$ cat config.mk
export PLATFORM = sky130hd
export DESIGN_NAME = iqts_issue_queue
export DESIGN_NICKNAME = d
export VERILOG_FILES = /design/src/rtl/iqts_pkg.sv /design/src/rtl/iqts_arb_cell.sv /design/src/rtl/iqts_select_tree.sv /design/src/rtl/iqts_issue_queue.sv
export SDC_FILE = /design/constraint.sdc
export NUM_CORES = 1
export LEC_CHECK = 0
export ABC_AREA = 0
export CAP_MARGIN = 25
export CORE_UTILIZATION = 35
export CTS_CLUSTER_SIZE = 24
export DETAILED_ROUTE_END_ITERATION = 8
export DONT_BUFFER_PORTS = 1
export GPL_TIMING_DRIVEN = 0
export HOLD_SLACK_MARGIN = 0.02
export PLACE_DENSITY = 0.57
export SETUP_SLACK_MARGIN = 0.05
export SKIP_CTS_REPAIR_TIMING = 1
export SYNTH_ARGS = -nofsm -noshare
export SYNTH_HDL_FRONTEND = slang
export SYNTH_SLANG_ARGS = --single-unit
export TNS_END_PERCENT = 30
$ cat constraint.sdc
create_clock -name clk -period 6.9 [get_ports clk]
set_clock_uncertainty 0.05 [all_clocks]
set_input_delay 2.07 -clock clk [delete_from_list [all_inputs] [get_ports clk]]
set_output_delay 2.07 -clock clk [all_outputs]
set_load 0.02 [all_outputs]
$ cat src/rtl/iqts_pkg.sv
package iqts_pkg;
  parameter int TAG_W = 6;
  parameter int PAY_W = 16;

  typedef struct packed {
    logic [TAG_W-1:0] tag_a;
    logic             rdy_a;
    logic [TAG_W-1:0] tag_b;
    logic             rdy_b;
    logic [PAY_W-1:0] pay;
  } iq_entry_t;
endpackage

$ cat src/rtl/iqts_arb_cell.sv
module iqts_arb_cell #(
  parameter int FAN = 4
) (
  input  logic [FAN-1:0] req,
  input  logic           en,
  output logic           any,
  output logic [FAN-1:0] gnt
);
  logic taken;

  always_comb begin
    any   = |req;
    gnt   = '0;
    taken = 1'b0;
    for (int i = 0; i < FAN; i++) begin
      if (en && req[i] && !taken) begin
        gnt[i] = 1'b1;
        taken  = 1'b1;
      end
    end
  end
endmodule

$ cat src/rtl/iqts_select_tree.sv
module iqts_select_tree #(
  parameter int FAN = 4,
  localparam int N = FAN * FAN
) (
  input  logic [N-1:0] req,
  input  logic         en,
  output logic         any,
  output logic [N-1:0] gnt
);
  logic [FAN-1:0] grp_any;
  logic [FAN-1:0] grp_en;

  for (genvar g = 0; g < FAN; g++) begin : g_leaf
    iqts_arb_cell #(.FAN(FAN)) u_leaf (
      .req (req[g*FAN +: FAN]),
      .en  (grp_en[g]),
      .any (grp_any[g]),
      .gnt (gnt[g*FAN +: FAN])
    );
  end

  iqts_arb_cell #(.FAN(FAN)) u_root (
    .req (grp_any),
    .en  (en),
    .any (any),
    .gnt (grp_en)
  );
endmodule

$ cat src/rtl/iqts_issue_queue.sv
module iqts_issue_queue
  import iqts_pkg::*;
#(
  parameter int FAN = 4,
  localparam int DEPTH = FAN * FAN
) (
  input  logic             clk,
  input  logic             rst,
  input  logic             dsp_valid,
  input  logic [TAG_W-1:0] dsp_tag_a,
  input  logic             dsp_rdy_a,
  input  logic [TAG_W-1:0] dsp_tag_b,
  input  logic             dsp_rdy_b,
  input  logic [PAY_W-1:0] dsp_payload,
  input  logic             wb_valid,
  input  logic [TAG_W-1:0] wb_tag,
  input  logic             fu_ready,
  output logic             iss_valid,
  output logic [PAY_W-1:0] iss_payload,
  output logic             q_full
);
  iq_entry_t        ent_q [DEPTH];
  logic [DEPTH-1:0] vld_q;

  iq_entry_t        woke  [DEPTH+1];
  iq_entry_t        nxt_ent [DEPTH];
  logic [DEPTH:0]   vld_ext;
  logic [DEPTH-1:0] nxt_vld;
  logic [DEPTH-1:0] req;
  logic [DEPTH-1:0] gnt;
  logic [DEPTH-1:0] past_gnt;
  logic [DEPTH-1:0] sh_vld;
  logic [DEPTH-1:0] below_vld;
  logic             tree_any;
  logic             accept;
  iq_entry_t        new_ent;
  logic [PAY_W-1:0] sel_pay;

  // wakeup: compare broadcast against every stored source
  always_comb begin
    for (int i = 0; i < DEPTH; i++) begin
      woke[i] = ent_q[i];
      if (wb_valid && wb_tag == ent_q[i].tag_a) woke[i].rdy_a = 1'b1;
      if (wb_valid && wb_tag == ent_q[i].tag_b) woke[i].rdy_b = 1'b1;
      req[i] = vld_q[i] && woke[i].rdy_a && woke[i].rdy_b;
    end
    woke[DEPTH] = '0;
    vld_ext     = {1'b0, vld_q};
  end

  iqts_select_tree #(.FAN(FAN)) u_tree (
    .req (req),
    .en  (fu_ready),
    .any (tree_any),
    .gnt (gnt)
  );

  // collapse: entries at or above the granted slot take their upper neighbour
  always_comb begin
    logic acc;
    acc     = 1'b0;
    sel_pay = '0;
    for (int i = 0; i < DEPTH; i++) begin
      acc         = acc | gnt[i];
      past_gnt[i] = acc;
      sel_pay     = sel_pay | ({PAY_W{gnt[i]}} & ent_q[i].pay);
    end
  end

  always_comb begin
    accept        = dsp_valid && !vld_q[DEPTH-1];
    new_ent.tag_a = dsp_tag_a;
    new_ent.tag_b = dsp_tag_b;
    new_ent.pay   = dsp_payload;
    new_ent.rdy_a = dsp_rdy_a || (wb_valid && wb_tag == dsp_tag_a);
    new_ent.rdy_b = dsp_rdy_b || (wb_valid && wb_tag == dsp_tag_b);
    for (int i = 0; i < DEPTH; i++) begin
      if (past_gnt[i]) begin
        nxt_ent[i] = woke[i+1];
        sh_vld[i]  = vld_ext[i+1];
      end else begin
        nxt_ent[i] = woke[i];
        sh_vld[i]  = vld_ext[i];
      end
    end
    below_vld = {sh_vld[DEPTH-2:0], 1'b1};
    for (int i = 0; i < DEPTH; i++) begin
      nxt_vld[i] = sh_vld[i];
      if (accept && !sh_vld[i] && below_vld[i]) begin
        nxt_ent[i] = new_ent;
        nxt_vld[i] = 1'b1;
      end
    end
  end

  always_ff @(posedge clk) begin
    if (rst) begin
      vld_q       <= '0;
      iss_valid   <= 1'b0;
      iss_payload <= '0;
    end else begin
      vld_q       <= nxt_vld;
      iss_valid   <= |gnt;
      iss_payload <= sel_pay;
    end
  end

  // entry storage carries no reset; validity lives in vld_q
  always_ff @(posedge clk) begin
    for (int i = 0; i < DEPTH; i++) ent_q[i] <= nxt_ent[i];
  end

  assign q_full = vld_q[DEPTH-1];

  // ---------------- assertions ----------------
  assert_one_grant_R5: assert property (@(posedge clk) disable iff (rst)
    $onehot0(gnt) && ((gnt & ~req) == '0));

  assert_unit_gate_R5: assert property (@(posedge clk) disable iff (rst)
    !fu_ready |=> !iss_valid);

  assert_packed_R7: assert property (@(posedge clk) disable iff (rst)
    (((vld_q >> 1) & ~vld_q) == '0));

  assert_full_holds_R8: assert property (@(posedge clk) disable iff (rst)
    (q_full && !fu_ready) |=> q_full);

  assert_issue_removes_R10: assert property (@(posedge clk) disable iff (rst)
    ((|gnt) && !accept) |=> ($countones(vld_q) == $countones($past(vld_q)) - 1));

  assert_any_matches_R6: assert property (@(posedge clk) disable iff (rst)
    (tree_any && fu_ready) |-> (|gnt));
endmodule

==> results.toml <==
[outcome]
outcome = "finished, final reports clean"

[yosys]
synth-compound-area-share_pct = 14.25
synthSimpleGateAreaFrac_pct = 13.51
synthAdderAreaFrac_pct = 0
synth-seq-cells = 513
yosys-top-cells-area = "edfxtp_1 (49%), nand2_1 (6.2%), mux2i_1 (6.1%)"
synth_cell_type_count = 80
syn_nets = 2625
synth.area.mux_share_pct = 6.951
synthFlopType = "edfxtp_1"
async_flop_share_pct = 0
mappedNetlistArea_um2 = 27250
postSynthCellCount = 2584
synth_edf_count = 448
yosysTopAreaCell = "edfxtp_1"
synth_xor_area_share_pct = 6.556
synth_top_family_by_area = "compound AO/OA/AOI/OAI gates"
ys_seq_area_share_pct = 54.14
yosysWarnings = 0
synth_area_per_cell_um2 = 10.55
netlist.area_leader.share_pct = 49.37

[setup_path]
path_common_cell = "buf_4"
crit_path_max_incr_delay_ns = 0.77
critPathRequiredTime_ns = 7.19
path_class = "input port to flip-flop"
crit_family = "compound AO/OA/AOI/OAI gates"
path_cells = "buf_4, buf_4, xor2_1, nor3_1, a41oi_1, o32a_1, a21oi_2, nand2_1, o32ai_1, clkbuf_1, nand2b_1, buf_8"
critPathArrivalTime_ns = 6.67
cp-start-kind = "input port"
cp_max_fo = 16
worst_setup_path_end_kind = "flip-flop"
critPathBufInv = 4
slowest_stage = "o32ai_1"

[floorplan]
chipHeight_um = 281.0
core-area_um2 = 76450
die_area_um2 = 78980
start_util_pct = 35.64
io_pins = 59
die_x_um = 281.0
row_count = 101

[final_layout]
stdcell_area_um2 = 30640
final_cell_mix = "nand2_1 (448), edfxtp_1 (448), o21ai_0 (277)"
finalNetCount = 2698
n_antenna_cell = 0
area_delta_synth_final_pct = 12.42
n_fill_cell = 7376
stdcell_count = 3735
drive_gt1_share_pct = 8.133

[run]
drv_cap = 0

[placement]
io_buffers = 0
placed_area_um2 = 28780
place_hpwl_um = 72460
place.gp.congestion = 0.9331
placed_cells = 3626

[route]
wl_met1_um = 37300
vias_per_cell = 5.674
vias = 21190
routed.top_layer = "met5"
routed-wl-met2_um = 43730
ant_nets = 0
drc_errors = 0
wl_met3_um = 7670
wl_um = 90760
routedWlPerCell_um = 24.30
drtPass1Iterations = 6
drt_iter0_markers = 2424

[timing]
fin_hold_ws_ns = 0.4990
period_minus_slack_ns = 6.378
setup_violations = 0
slew_headroom_pct = 27.70
worst_slew_pin_slew_ns = 1.084
min_period_over_period_pct = 92.44
max_freq_ghz = 0.1568
hold_violations = 0
rsz0062_at_grt = "false"
finalMaxSlewViolations = 0

[pwr]
p_leak_uw = 0.01011
totalPowerFinal_uw = 8775
ir_worst_vdd_uv = 199.0
power_per_cell_area_nw_per_um2 = 286.4

[clock_tree]
cts_tree = "built"
clock_latency_ns = 0.63
clkSinkCount = 513
cts_max_level = 2
root_buffer = "clkbuf_16"
numCtsBuffers = 58
clkTransAtPathRegs_ns = 0.06
clockBufferDepth = 3

[grt]
grt_pass1_vias = 21250
track_usage_pct = 22.61
overflow = 0
grt_pass1_wl_um = 131800
antenna_found_initial = 1
grt_max_degree = 29

[worst_hold_path]
hold_path.class = "flip-flop to flip-flop"
tightest hold or removal path: cells and delay by family (launching register included):
kind,cells,cell delay [ns]
simple gates,1,0.08
compound gates,1,0.06
flops,1,0.36
cell type report:
type                            instances  area (um^2)  share of cell area (%)
Clock inverter                         27        198.9                  0.6494
Sequential cell                       513        14750                   48.16
Clock buffer                           81         1639                   5.350
Inverter                               50        187.7                  0.6126
Buffer                                223         1065                   3.476
Multi-Input combinational cell       1798        11250                   36.72
Tap cell                             1030         1289                   4.207
Timing Repair Buffer                   13        251.5                  0.8209
Yosys cell counts (20+ instances only):
| library cell | n |
|---|---|
| buf_4 | 23 |
| mux2i_1 | 165 |
| xor2_1 | 162 |
| buf_2 | 30 |
| xnor2_1 | 42 |
| and3_1 | 26 |
| a222oi_1 | 31 |
| o211ai_1 | 32 |
| nor3_1 | 37 |
| nand3_1 | 171 |
| nor2_1 | 94 |
| nand2_1 | 448 |
| a41o_1 | 27 |
| clkbuf_1 | 145 |
| dfxtp_1 | 65 |
| o21ai_1 | 20 |
| a21oi_1 | 27 |
| o21ai_0 | 277 |
| edfxtp_1 | 448 |
| a221oi_1 | 33 |
| inv_1 | 33 |
stage by stage:
step / setup slack (ns) / TNS (ns) / util, %
after global placement: -0.4100 / -11.45 / 37.33
final: 0.5220 / 0 / 40.07
after floorplan: 1.138 / 0 / -
after global routing: 0.3004 / 0 / 40.07
after detailed placement: -0.1132 / -1.790 / 37.65
after CTS: 0.5411 / 0 / 40.05
final timing paths:
kind	from	slack, ns	endpoint	cells after the start
worst min-delay path	vld_q[7]	0.50	vld_q[7]	2
worst max-delay path	wb_tag[4]	0.52	ent_q[0][135]	12
worst max register to register	ent_q[0][81]	1.98	ent_q[0][135]	10
worst min register to register	vld_q[7]	0.50	vld_q[7]	2
kinds of logic after synthesis:
group / after synthesis
xor gates and xnor gates: 204
and+or+nand+nor: 835
AOI/OAI and AO/OA: 573
muxes: 186
DFF: 513
buffers and inverters: 273
flip-flops by register name, summed over array words and instances (netlist names):
register	count
ent_q	480
vld_q	16
iss_payload	16
iss_valid	1
where the power goes:
part	switching (uW)	internal (uW)	total, uW
clock	1280	1720	3010
sequential	243	3920	4160
combinational	1080	523	1610
routing by layer:
layer | track usage [%] | vias to the layer above
li1 | - | 9692
met5 | 0 | -
met2 | 38.85 | 998
met1 | 29.29 | 10370
met3 | 3.882 | 134
met4 | 5.745 | 2
Power figures use the tool's default switching activity.
